===== config.mk =====
export PLATFORM = sky130hd
export DESIGN_NAME = nfc_irq_ecc_unit
export DESIGN_NICKNAME = d
export VERILOG_FILES = /design/src/rtl/nfc_irq_pkg.sv /design/src/rtl/nfc_evt_edge.sv /design/src/rtl/nfc_irq_core.sv /design/src/rtl/nfc_ecc_track.sv /design/src/rtl/nfc_irq_ecc_unit.sv
export SDC_FILE = /design/constraint.sdc
export NUM_CORES = 1
export LEC_CHECK = 0
export BUFFER_PORTS_ARGS = -buffer_cell sky130_fd_sc_hd__buf_2
export CAP_MARGIN = 15
export CORE_MARGIN = 10
export CORE_UTILIZATION = 50
export CTS_CLUSTER_DIAMETER = 200
export DETAILED_ROUTE_END_ITERATION = 10
export GPL_ROUTABILITY_DRIVEN = 0
export GPL_TIMING_DRIVEN = 0
export PLACE_DENSITY = 0.79
export SETUP_SLACK_MARGIN = 0.2
export SLEW_MARGIN = 20
export SYNTH_ARGS = -nofsm -noshare
export SYNTH_HDL_FRONTEND = slang
export SYNTH_HIERARCHICAL = 1
export SYNTH_SLANG_ARGS = --single-unit

===== constraint.sdc =====
create_clock -name clk_i -period 5.7 [get_ports clk_i]
set_clock_uncertainty 0.2 [all_clocks]
set_input_delay 0.855 -clock clk_i [delete_from_list [all_inputs] [get_ports clk_i]]
set_output_delay 0.855 -clock clk_i [all_outputs]
set_load 0.01 [all_outputs]

===== src/rtl/nfc_irq_pkg.sv =====
package nfc_irq_pkg;

    localparam int REG_DW    = 32;
    localparam int REG_AW    = 3;
    localparam int MAX_CS    = 8;

    localparam int BIT_CMD_END  = 1;
    localparam int BIT_DATA_RDY = 2;
    localparam int BIT_DMA_DONE = 3;
    localparam int BASE_MEM_RDY = 8;
    localparam int BASE_STS_ERR = 16;
    localparam int BASE_ECC_EVT = 24;

    localparam int ECC_CORR_BASE = 0;
    localparam int ECC_UNC_BASE  = 8;
    localparam int ECC_OVER_BASE = 16;

    typedef enum logic [REG_AW-1:0] {
        RA_CTRL  = 3'd0,
        RA_MASK  = 3'd1,
        RA_STAT  = 3'd2,
        RA_THR   = 3'd3,
        RA_ECC   = 3'd4,
        RA_LEVEL = 3'd5
    } reg_addr_e;

    typedef struct packed {
        logic corr;
        logic unc;
        logic over;
    } ecc_flags_t;

    function automatic logic [REG_DW-1:0] impl_bits(input int ncs);
        logic [REG_DW-1:0] m;
        m = '0;
        m[BIT_CMD_END]  = 1'b1;
        m[BIT_DATA_RDY] = 1'b1;
        m[BIT_DMA_DONE] = 1'b1;
        for (int i = 0; i < ncs; i++) begin
            m[BASE_MEM_RDY + i] = 1'b1;
            m[BASE_STS_ERR + i] = 1'b1;
            m[BASE_ECC_EVT + i] = 1'b1;
        end
        return m;
    endfunction

endpackage


===== src/rtl/nfc_evt_edge.sv =====
module nfc_evt_edge #(
    parameter int W = 32
) (
    input  logic         clk_i,
    input  logic         rst_i,
    input  logic [W-1:0] raw_i,
    output logic [W-1:0] rise_o
);
    logic [W-1:0] prev_q;

    always_ff @(posedge clk_i) begin
        if (rst_i) prev_q <= '0;
        else       prev_q <= raw_i;
    end

    assign rise_o = raw_i & ~prev_q;
endmodule


===== src/rtl/nfc_irq_core.sv =====
module nfc_irq_core #(
    parameter int                W     = 32,
    parameter logic [W-1:0]      VALID = '1
) (
    input  logic         clk_i,
    input  logic         rst_i,
    input  logic [W-1:0] rise_i,
    input  logic         gen_en_i,
    input  logic         wr_mask_i,
    input  logic         wr_stat_i,
    input  logic [W-1:0] wdata_i,
    output logic [W-1:0] stat_o,
    output logic [W-1:0] mask_o,
    output logic         irq_o
);
    logic [W-1:0] stat_q, mask_q, set_v, keep_v;
    logic         irq_q;

    always_comb begin
        set_v  = rise_i & mask_q & {W{gen_en_i}};
        keep_v = wr_stat_i ? (stat_q & wdata_i) : stat_q;
    end

    always_ff @(posedge clk_i) begin
        if (rst_i) begin
            stat_q <= '0;
            mask_q <= '0;
            irq_q  <= 1'b0;
        end else begin
            stat_q <= (keep_v | set_v) & VALID;
            if (wr_mask_i) mask_q <= wdata_i & VALID;
            irq_q  <= |(stat_q & mask_q);
        end
    end

    assign stat_o = stat_q;
    assign mask_o = mask_q;
    assign irq_o  = irq_q;
endmodule


===== src/rtl/nfc_ecc_track.sv =====
module nfc_ecc_track
    import nfc_irq_pkg::*;
#(
    parameter int NUM_CS = 8,
    parameter int CS_W   = 3,
    parameter int CNT_W  = 6
) (
    input  logic              clk_i,
    input  logic              rst_i,
    input  logic              valid_i,
    input  logic [CS_W-1:0]   cs_i,
    input  logic [CNT_W-1:0]  count_i,
    input  logic              unc_i,
    input  logic [CNT_W-1:0]  thr_i,
    output logic [NUM_CS-1:0] corr_o,
    output logic [NUM_CS-1:0] unc_o,
    output logic [NUM_CS-1:0] over_o,
    output logic [CNT_W-1:0]  level_o
);
    ecc_flags_t   next_f;
    logic         cs_ok;
    logic [CNT_W-1:0] level_q;

    always_comb begin
        next_f.corr = (count_i != '0) && !unc_i;
        next_f.unc  = unc_i;
        next_f.over = count_i > thr_i;
        cs_ok       = {1'b0, cs_i} < (CS_W+1)'(NUM_CS);
    end

    for (genvar g = 0; g < NUM_CS; g++) begin : g_cs
        ecc_flags_t flags_q;
        always_ff @(posedge clk_i) begin
            if (rst_i)                                flags_q <= '0;
            else if (valid_i && cs_i == CS_W'(g))     flags_q <= next_f;
        end
        assign corr_o[g] = flags_q.corr;
        assign unc_o[g]  = flags_q.unc;
        assign over_o[g] = flags_q.over;
    end

    always_ff @(posedge clk_i) begin
        if (rst_i)                level_q <= '0;
        else if (valid_i && cs_ok) level_q <= count_i;
    end

    assign level_o = level_q;
endmodule


===== src/rtl/nfc_irq_ecc_unit.sv =====
module nfc_irq_ecc_unit
    import nfc_irq_pkg::*;
#(
    parameter int NUM_CS = 8,
    parameter int CNT_W  = 6,
    parameter int CS_W   = (NUM_CS > 1) ? $clog2(NUM_CS) : 1
) (
    input  logic               clk_i,
    input  logic               rst_i,
    input  logic               wr_en_i,
    input  logic               rd_en_i,
    input  logic [2:0]         addr_i,
    input  logic [31:0]        wdata_i,
    output logic [31:0]        rdata_o,
    output logic               rvalid_o,
    input  logic               ev_cmd_end_i,
    input  logic               ev_data_rdy_i,
    input  logic               ev_dma_done_i,
    input  logic [NUM_CS-1:0]  ev_mem_rdy_i,
    input  logic [NUM_CS-1:0]  ev_stat_err_i,
    input  logic               ecc_valid_i,
    input  logic [CS_W-1:0]    ecc_cs_i,
    input  logic [CNT_W-1:0]   ecc_count_i,
    input  logic               ecc_uncorr_i,
    output logic               irq_o
);
    localparam logic [REG_DW-1:0] VALID_BITS = impl_bits(NUM_CS);

    logic [REG_DW-1:0] raw_v, rise_v, stat_v, mask_v, ecc_word;
    logic              gen_q;
    logic [CNT_W-1:0]  thr_q, level_v;
    logic [NUM_CS-1:0] corr_v, unc_v, over_v;
    logic              wr_mask, wr_stat;
    reg_addr_e         ra;

    assign ra      = reg_addr_e'(addr_i);
    assign wr_mask = wr_en_i && ra == RA_MASK;
    assign wr_stat = wr_en_i && ra == RA_STAT;

    always_comb begin
        raw_v = '0;
        raw_v[BIT_CMD_END]  = ev_cmd_end_i;
        raw_v[BIT_DATA_RDY] = ev_data_rdy_i;
        raw_v[BIT_DMA_DONE] = ev_dma_done_i;
        for (int i = 0; i < NUM_CS; i++) begin
            raw_v[BASE_MEM_RDY + i] = ev_mem_rdy_i[i];
            raw_v[BASE_STS_ERR + i] = ev_stat_err_i[i];
            raw_v[BASE_ECC_EVT + i] = ecc_valid_i && (ecc_cs_i == CS_W'(i));
        end
    end

    nfc_evt_edge #(.W(REG_DW)) edge_i (
        .clk_i (clk_i),
        .rst_i (rst_i),
        .raw_i (raw_v),
        .rise_o(rise_v)
    );

    nfc_irq_core #(.W(REG_DW), .VALID(VALID_BITS)) core_i (
        .clk_i    (clk_i),
        .rst_i    (rst_i),
        .rise_i   (rise_v),
        .gen_en_i (gen_q),
        .wr_mask_i(wr_mask),
        .wr_stat_i(wr_stat),
        .wdata_i  (wdata_i),
        .stat_o   (stat_v),
        .mask_o   (mask_v),
        .irq_o    (irq_o)
    );

    nfc_ecc_track #(.NUM_CS(NUM_CS), .CS_W(CS_W), .CNT_W(CNT_W)) ecc_i (
        .clk_i  (clk_i),
        .rst_i  (rst_i),
        .valid_i(ecc_valid_i),
        .cs_i   (ecc_cs_i),
        .count_i(ecc_count_i),
        .unc_i  (ecc_uncorr_i),
        .thr_i  (thr_q),
        .corr_o (corr_v),
        .unc_o  (unc_v),
        .over_o (over_v),
        .level_o(level_v)
    );

    always_ff @(posedge clk_i) begin
        if (rst_i) begin
            gen_q <= 1'b0;
            thr_q <= '0;
        end else if (wr_en_i) begin
            if (ra == RA_CTRL) gen_q <= wdata_i[0];
            if (ra == RA_THR)  thr_q <= wdata_i[CNT_W-1:0];
        end
    end

    always_comb begin
        ecc_word = '0;
        for (int i = 0; i < NUM_CS; i++) begin
            ecc_word[ECC_CORR_BASE + i] = corr_v[i];
            ecc_word[ECC_UNC_BASE + i]  = unc_v[i];
            ecc_word[ECC_OVER_BASE + i] = over_v[i];
        end
    end

    always_ff @(posedge clk_i) begin
        if (rst_i) begin
            rdata_o  <= '0;
            rvalid_o <= 1'b0;
        end else begin
            rvalid_o <= rd_en_i;
            if (rd_en_i) begin
                case (ra)
                    RA_CTRL:  rdata_o <= {31'b0, gen_q};
                    RA_MASK:  rdata_o <= mask_v;
                    RA_STAT:  rdata_o <= stat_v;
                    RA_THR:   rdata_o <= {{(REG_DW-CNT_W){1'b0}}, thr_q};
                    RA_ECC:   rdata_o <= ecc_word;
                    RA_LEVEL: rdata_o <= {{(REG_DW-CNT_W){1'b0}}, level_v};
                    default:  rdata_o <= '0;
                endcase
            end
        end
    end
endmodule


==> results of run 1 <==
==> registers in the layout (all words and copies together) (netlist names) <==
signal         flops
core_i/stat_o     27
ecc_i/level_o      6
rdata_o           32
ecc_i/over_o       8
core_i/mask_o     27
edge_i/prev_q     27
ecc_i/corr_o       8
core_i/irq_o       1
ecc_i/unc_o        8
thr_q              6
gen_q              1
rvalid_o           1
==> report_power, final <==
group | switching (W) | leakage (nW) | total, W | internal, W
registers | 0.0000130 | 1.23 | 0.00110 | 0.00109
logic | 0.000110 | 1.68 | 0.000189 | 0.0000787
clock network | 0.000437 | 0.288 | 0.00115 | 0.000709
total | 0.000560 | 3.20 | 0.00243 | 0.00187
==> routing by layer <==
metal	up-vias	wire, um
li1	2680	-
met4	0	330
met5	-	0
met3	29	1220
met2	217	8620
met1	2647	8310
==> final cells by class <==
| cell class | count | area (um^2) |
|---|---|---|
| Buffer | 53 | 359 |
| Clock buffer | 20 | 457 |
| Clock inverter | 11 | 149 |
| Fill cell | 1122 | 4810 |
| Inverter | 11 | 41.3 |
| Multi-Input combinational cell | 485 | 3150 |
| Sequential cell | 152 | 3040 |
| Tap cell | 172 | 215 |
| Timing Repair Buffer | 98 | 490 |
==> through the flow <==
step | utilization (%) | setup WS (ns) | area [um^2] | power (W)
after global routing | 62.2 | 3.24 | 7910 | 0.00250
after floorplan | - | 3.26 | 6600 | 0.00123
final | 62.2 | 3.37 | 7910 | 0.00243
after detailed placement | 57.4 | 2.93 | 7300 | 0.00131
after global placement | 57.4 | 2.94 | 7300 | 0.00130
after CTS | 62.2 | 3.38 | 7910 | 0.00244
==> worst max path at each step <==
stage	from	endpoint	depth (start not counted)
4_1_cts	rst_i	rdata_o[20]	6
2_1_floorplan	addr_i[0]	core_i/mask_o[10]	9
5_1_grt	rst_i	rdata_o[20]	6
3_5_place_dp	rst_i	rdata_o[21]	6
3_3_place_gp	rst_i	rdata_o[17]	6
6_report	addr_i[0]	core_i/mask_o[20]	9
==> critical path: cells and delay by family <==
| family | cells | cell delay [ns] |
|---|---|---|
| and+or+nand+nor | 3 | 0.40 |
| buffers and inverters | 5 | 0.93 |
| muxes | 1 | 0.22 |
==> results.txt, run 1 <==
The run finished with clean final reports. The TritonCTS sink count came out at 152. The number of endpoints failing setup at the final stage is 0. For this configuration, the core starts out at a cell density of 51.6%. The clock network latency to the later pin of the worst-skew pair came out at 0.43 ns. The sum of negative setup slack came out at 0 ns. The number of search-and-repair iterations in the first detailed-routing pass is 5. The net count of the finished layout came out at 893.

The signal on the critical path passes through buf_6, nor2b_1, buf_4, buf_2, nor2b_1, buf_6, buf_12, mux2i_1, nor2_1. In this run the critical register-to-register path is launched from thr_q[5]. Across all hold checks on the routed design, the worst slack comes to 0.243 ns. Global routing finished with a remaining overflow of 0. Setup repair after global routing left no endpoint under its margin. For this design the ratio of total power to cell area is 308 mW/mm^2. The number of max-slew violations in the final report is 0.

The endpoint type of the worst setup path is a flip-flop. The total track usage is 20.3%. The post-CTS resize count came out at 0. The critical path is of the input port to flip-flop type. The worst hold path terminates at rdata_o[11].

In this run the critical register-to-register path is captured at ecc_i/over_o[6]. Excluding fillers, the count of instances in the completed layout stands at 1,002. STA classifies the critical path startpoint as an input port. The library cell used most frequently in the layout, excluding fill and tap cells, is dfxtp_1. The number of antenna violations at the first check in global routing came out at 0. The library cells used most frequently in the layout, excluding fill and tap cells, are 152 x dfxtp_1, 113 x buf_2, 75 x nor2_1, 67 x nor2b_1, 67 x mux2i_1. The number of diodes added for antenna fixing came out at 0. The share of final-layout standard cells stronger than drive strength 1 came out at 21.9%. Summed over all cells, the static leakage comes to 3.20 nW.

The via count of the first global-routing pass came out at 5,488. In this run the most used layer during global routing was met2. The slew at the pin closest to its max-slew limit is 0.735 ns.

The max-capacitance violation count came out at 0. The setup slack of the worst register-to-register path came out at 3.76 ns. Measured along the y axis, the die boundary spans 135 um. The maximum cell stage delay along the critical path came out at 0.25 ns. The region available for standard cell placement spans 0.0127 mm^2. The maximum fanout along the worst path is 10.

The detailed router's first-iteration violation count is 530. The number of CTS-inserted buffers is 17. From synthesis to final layout, the design area changed by 20.5%. The maximum count of clock buffers along a single path is 2.

The source of the worst hold timing path is rdata_o[11]. The maximum number of pins on one net before global-route repair came out at 17. The total detailed-routing wirelength came out at 18,500 um. In this run, post-CTS hold repair placed 0 buffers. The final hold violation count is 0. Averaged over all synthesized cells, the footprint is 9.48 um^2. During placement, the flow inserted port buffers numbering 98.

The cell chosen for the clock root is clkbuf_16. The row count came out at 41. The number of H-tree branching levels is 4. The maximum operating frequency came out at 0.429 GHz. The cell with the largest stage delay on the worst path is buf_2. The wire length of the first global-routing pass is 28,800 um. The routed length per instance came out at 18.4 um. Counting I/O delays and the setup requirement, the final critical path takes 2.33 ns.

The remaining antenna violation count after routing is 0. In this run the horizontal extent of the chip is 135 um. The worst hold path passes through 2 cells. The post-DP HPWL is 13,400 um. The number of standard cells after synthesis is 692. The number of setup buffers added after CTS is 0.

TritonCTS built the clock tree. The die area came out at 0.0181 mm^2. The total number of vias is 5,573.

In the routed design, unresolved DRC markers number 0. The worst path required time is 5.80 ns. Across the VDD grid, the largest voltage drop is 0.210 mV. The synthesis warning total came out at 6.

For this run, global-route usage on met1 was measured as 25.5%. In this run, placement finished with an instance count of 971. The cell area after synthesis came out at 0.00656 mm^2.

Data arrives at the worst endpoint at 2.42 ns. Clock-pin slew was measured on the worst setup and hold paths at 0.06 ns. The average via count per standard cell is 5.56.

The boundary pin count is 103. Global routing consumed, on the met3 layer, 5.64% of the routing resources. The headroom to the max-slew limit came out at 50.6%. The min-delay analysis places its worst path in the category flip-flop to flip-flop. The length in cells of the worst reg-to-reg path came out at 6. The worst path uses 40.9% of the clock period. In the global route stage, met2 resource usage came out at 32.3%.
No activity file was read; power rests on OpenSTA's default activity.
==> inputs of run 2 (changes only) <==
Settings changed: ABC_AREA set to 1, PLACE_DENSITY 0.79 to 0.81.
Clock period 5.7 ns to 1.9 ns, I/O delays scaled along.
==> run 2 against run 1 <==
Net effect:
- final cell count grew 29%
- synthesized area grew 3.3%
- sequential share of layout area down 3.7 points
- global-route usage increased by 1.0 points
==> results.txt, run 2 <==
The run finished with clean final reports. The cell chosen for the clock root is clkbuf_16. The finished layout holds 1,295 standard cells, fillers aside. The total detailed-routing wirelength is 19,900 um. The worst path required time is 2.00 ns. The number of H-tree branching levels is 4. The average via count per standard cell is 5.14.

The clock network latency to the later pin of the worst-skew pair is 0.43 ns. The die area came out at 0.0186 mm^2. The number of fill cells in the layout came out at 1,151.

Max-cap violations in this run came to 0. The analysis attributes to cell leakage a power of 3.80 nW. Measured in cells, the most critical reg-to-reg path has a length of 8. The maximum vdd ir drop is 0.710 mV.

Adding up every negative setup slack in the final design gives 0 ns. Entering global routing, the biggest net connects 17 pins. The net switching fraction of the power came out at 23.3%. The boundary pin count came out at 103. Of all nets on the critical path, the largest fanout is 8. Yosys printed 6 warnings. In this run, CTS created clock tree buffers numbering 17.

For this design, the sink count on the clock tree is 152. In this run the remaining antenna-violating nets after routing total 0. The die is 136 um wide.

The row count came out at 42. Timing would allow up to 0.613 GHz. The sequential share of power came out at 43.9%.

The via count of the first global-routing pass is 6,417. The first TritonRoute pass finished after 5 iterations. The clock group share of total power came out at 47.2%. The initial utilization of the core area, before any placement, comes to 51.2%. The number of standard cells after synthesis is 923. The power density relative to cell area came out at 861 mW/mm^2. The register with the most flip-flops in the layout has 32 of them.

The number of antenna violations at the first check in global routing was 1. The maximum count of clock buffers along a single path came out at 2. The share of total power in combinational logic came out at 8.8%.

The worst setup path is launched from an input port. The net count of the finished layout is 1,180. The net load switching power came out at 0.00175 W.

In the final routed layout, each cell accounts on average for 15.3 um. The post-CTS setup buffer count is 0. The final hold slack came out at 0.0181 ns.

The detailed-route DRC error count came out at 0. The average cell area after synthesis is 7.34 um^2. The worst min-delay path class is input port to flip-flop.

After floorplanning, the core was sized to cover 0.0132 mm^2. The y dimension of the die is 136 um. The kind of critical path is input port to flip-flop. Counting instances, the worst hold path has a depth of 4. Setup repair after global routing left no endpoint under its margin. The global route total overflow is 0. The number of cells after detailed placement is 1,206. The count of buffers from port buffering came out at 98. The register with the most flip-flops in the final layout is rdata_o. The number of endpoints failing setup at the final stage came out at 0.

Across every metal layer, demand over resource in global routing totals 21.3%. Across all layers, the routed design uses 6,662 vias. The slew at the pin closest to its max-slew limit came out at 0.605 ns. The final critical path time including I/O delays and setup came out at 1.63 ns.

TritonCTS built the clock tree. The area added between synthesis and finish came out at 29.0%. Clock-pin slew was measured on the worst setup and hold paths at 0.06 ns. The final hold violation count came to 0.

The share of final-layout standard cells stronger than drive strength 1 came out at 20.3%. In the layout the commonest cells are 248 x nand2_1, 152 x dfxtp_1, 109 x buf_2, 102 x nor2_1, 93 x a21oi_1. The detailed router's first-iteration violation count came out at 571.

The final critical path takes up 85.9% of the cycle. The internal portion of the total power is 0.00577 W. The library cell used most frequently in the layout, excluding fill and tap cells, is nand2_1. The data arrival time at the worst-slack endpoint is 1.73 ns. The headroom to the max-slew limit came out at 59.7%.

The cell area after synthesis came out at 0.00678 mm^2. STA classifies the critical path endpoint as a flip-flop. The first global-routing pass estimated 31,800 um of wire. The HPWL after detailed placement is 13,800 um. The number of max-slew violations in the final report came out at 0.
## run 2: timing repair
item	4_1_cts	5_1_grt
setup endpoints to repair	8	9
gates resized for setup	1	7
pin swaps	0	1
hold buffers	56	0
hold endpoints to repair	83	0
## run 2: worst paths after layout
path | slack, ns | startpoint | end
max | 0.27 | ecc_count_i[0] | ecc_i/over_o[4]
min | 0.02 | wr_en_i | gen_q
max reg2reg | 0.30 | thr_q[3] | ecc_i/over_o[0]
min reg2reg | 0.26 | rdata_o[23] | rdata_o[23]
## run 2: critical path: stages
cell and delay (ns):
dlygate4sd3_1 0.53, buf_2 0.12, inv_1 0.10, ha_1 0.16, inv_1 0.04, nand2_1 0.04, nand2_1 0.06, nand2_1 0.08
nand3_2 0.09, nand2_4 0.15, a21oi_1 0.08
## run 2: area by class of cell
cell class	instances	area (um^2)	share of cell area (%)
sequential	152	3040	34.8
clock buffer	21	450	5.15
inverter	67	262	2.99
multi-input combinational	658	3140	35.9
clock inverter	11	171	1.96
timing repair buffer	154	1050	12.0
buffer	55	404	4.62
antenna	1	2.50	0.0286
tap	176	220	2.52
## run 2: routing by layer
| metal | share of wire, % | vias up | global-route usage, % |
|---|---|---|---|
| met3 | 7.3 | 50 | 5.42 |
| li1 | - | 3330 | - |
| met5 | 0 | - | 0 |
| met2 | 48 | 296 | 35.5 |
| met4 | 2.6 | 0 | 8.82 |
| met1 | 42 | 2986 | 25.6 |
## run 2: power by group through the flow
stage	registers, W	logic, W	clock network, W
6_report	0.00331	0.000664	0.00356
3_3_place_gp	0.00337	0.000539	0
3_5_place_dp	0.00337	0.000549	0
5_1_grt	0.00331	0.000728	0.00371
4_1_cts	0.00330	0.000640	0.00359
2_1_floorplan	0.00337	0.000342	0
## run 2: stage by stage
stage | setup slack, ns | util, % | cell area [um^2] | total power [W]
floorplan | 0.358 | - | 6810 | 0.00371
global placement | 0.0615 | 56.8 | 7520 | 0.00391
detailed placement | 0.0365 | 56.8 | 7520 | 0.00392
CTS | 0.221 | 65.8 | 8710 | 0.00753
global route | 0.180 | 66.0 | 8750 | 0.00775
finish | 0.268 | 66.0 | 8750 | 0.00753
==> inputs of run 3 (changes only) <==
--- a/config.mk
+++ b/config.mk
@@ -14,5 +14,4 @@
 export DETAILED_ROUTE_END_ITERATION = 10
 export GPL_ROUTABILITY_DRIVEN = 0
-export GPL_TIMING_DRIVEN = 0
 export PLACE_DENSITY = 0.81
 export SETUP_SLACK_MARGIN = 0.2
--- a/constraint.sdc
+++ b/constraint.sdc
@@ -3,3 +3,3 @@
 set_input_delay 0.285 -clock clk_i [delete_from_list [all_inputs] [get_ports clk_i]]
 set_output_delay 0.285 -clock clk_i [all_outputs]
-set_load 0.01 [all_outputs]
+set_load 0.005 [all_outputs]
==> run 3 against run 2 <==
Net effect:
- cell area is 2.3% lower
- first-iteration DRC count up 15%
- critical path depth is 6 lower
- power down 3.6%
- count of clock-buffer cells in the layout up 1
- via count decreased by 0.78%
- maximum frequency increased by 1.1%
- sequential share of layout area is 0.83 points higher
- largest power group is now sequential cells
- highest routed layer unchanged
==> results.txt, run 3 (synthesis gave the netlist of run 2 again) <==
The signal on the critical path passes through buf_2, nor2_1, nand4_1, dlygate4sd3_1, a21oi_1. Timing would allow up to 0.619 GHz. The starting utilization of the core area is 51.2%. The flow ran to the end, and the final reports show no timing, DRC or antenna violations. The number of search-and-repair iterations in the first detailed-routing pass is 5. The via count of the first global-routing pass is 6,442. The setup slack of the worst register-to-register path is 0.29 ns. The maximum fanout along the worst path is 16. After detailed routing, the average wire length per cell comes to 15.0 um. The remaining antenna violation count after routing is 0. The largest single stage delay on the critical path is 0.59 ns. Clock-pin slew was measured on the worst setup and hold paths at 0.06 ns. The die covers 0.0186 mm^2.

In the final design database the tool counted 1,147 nets. Setup repair after global routing left no endpoint under its margin. For this run, design rule violations remaining after detail routing come to 0. The boundary pin count came out at 103. The area of the core is 0.0132 mm^2. The number of CTS-inserted buffers came out at 17. The clock network latency to the later pin of the worst-skew pair is 0.42 ns. The standby leakage power came out at 3.70 nW. The power density relative to cell area came out at 849 mW/mm^2. The maximum vdd ir drop came out at 0.591 mV. The design draws 0.00725 W. The total detailed-routing wirelength is 18,900 um. The final hold violation count is 0. The total buffers and inverters traversed by the critical path is 2. In this run, the number of DRC markers left after iteration 0 of detailed routing was 657. The sum of negative setup slack came out at 0 ns. The library cell used most frequently in the layout, excluding fill and tap cells, is nand2_1.

CTS saw 152 sinks. The number of H-tree branching levels came out at 4. Setup violations remaining at the end of the flow were counted as 0. The repair_antennas step left the layout with diodes totalling 0.

The critical path is of the input port to flip-flop type. The share of final-layout standard cells stronger than drive strength 1 is 19.4%. At the worst endpoint, the required time is 2.06 ns.

On the final layout, the worst hold slack is 0.0265 ns. The maximum count of clock buffers along a single path came out at 2. The number of max-slew violations in the final report came out at 0. The cell chosen for the clock root is clkbuf_16. The data arrival time at the worst-slack endpoint is 1.77 ns.

On the critical path the largest part of the delay comes from buffers and inverters. Once detailed placement completed, the half-perimeter wirelength came to 12,200 um. The row count is 42. The total number of vias came out at 6,610. The flip-flop count of the largest register after layout is 32.

Measured on the finished design, the core utilization comes to 64.5%. The max-capacitance violation count came out at 0. In the layout the commonest cells are 248 x nand2_1, 151 x dfxtp_1, 103 x nor2_1, 99 x buf_2, 94 x a21oi_1. In the routed layout, each cell is associated on average with a via count of 5.25. Across every metal layer, demand over resource in global routing totals 20.6%. The global route total overflow came out at 0. The maximum number of pins on one net before global-route repair came out at 63. The worst setup path is captured at a flip-flop. The count of buffers from port buffering is 100.

The worst setup path is launched from an input port. The share of the clock period used by the worst path came out at 85.0%. The cell with the largest stage delay on the worst path is dlygate4sd3_1.

The final critical path time including I/O delays and setup came out at 1.61 ns. The first global-routing pass estimated 30,900 um of wire. The y dimension of the die is 136 um. The tightest min-delay check is of the input port to flip-flop type. The area growth from synthesis to layout is 26.0%. From left edge to right edge, the die measures 136 um.

The TritonCTS clock tree is done. More flip-flops sit in one register than any other, and that register is rdata_o. The number of antenna violations at the first check in global routing was 0.
run 3: layout make-up:
class,count,area (um^2)
multi-input combinational,658,3120
fill,1135,4700
clock buffer,22,484
sequential,152,3040
timing repair buffer,176,1310
clock inverter,9,97.6
tap,176,220
inverter,67,262
run 3: power breakdown:
group          switching [W]  total, W  internal, W  leakage [nW]
combinational       0.000370  0.000632     0.000262          2.17
clock                0.00127   0.00331      0.00205         0.291
sequential         0.0000418   0.00331      0.00326          1.24
total                0.00168   0.00725      0.00558          3.70
run 3: final timing paths:
kind          startpoint                to  cells past startpoint
max            addr_i[0]             gen_q                      5
min          ecc_valid_i  ecc_i/level_o[4]                      2
max reg2reg     thr_q[1]   ecc_i/over_o[4]                      8
min reg2reg   rdata_o[2]        rdata_o[2]                      2
run 3: routing by layer:
metal | GRT usage (%) | wire length [um]
met5 | 0 | 0
met4 | 8.58 | 491
met3 | 5.09 | 1280
met2 | 34.6 | 9110
met1 | 24.5 | 8060
run 3: worst reg2reg max path, delay by kind of cell, from the launching register on:
| kind | cells | cell delay [ns] |
|---|---|---|
| fa+ha+maj | 1 | 0.30 |
| flops | 1 | 0.38 |
| compound gates | 1 | 0.08 |
| buf+inv | 1 | 0.07 |
| simple gates | 5 | 0.44 |
run 3: stage by stage:
| stage | area (um^2) | setup slack [ns] | cells |
|---|---|---|---|
| 3_3_place_gp | 7380 | 0.187 | 1173 |
| 6_report | 8540 | 0.286 | 1260 |
| 2_1_floorplan | 6810 | 0.358 | 932 |
| 5_1_grt | 8540 | 0.209 | 1260 |
| 3_5_place_dp | 7380 | 0.122 | 1173 |
| 4_1_cts | 8530 | 0.269 | 1260 |
run 3: repair_timing:
action / CTS / global route
endpoints found under the hold margin: 78 / 0
endpoints found under the setup margin: 8 / 8
buffers inserted: 0 / 0
hold buffers: 56 / 0
gates resized for setup: 1 / 5
pin swaps: 0 / 1
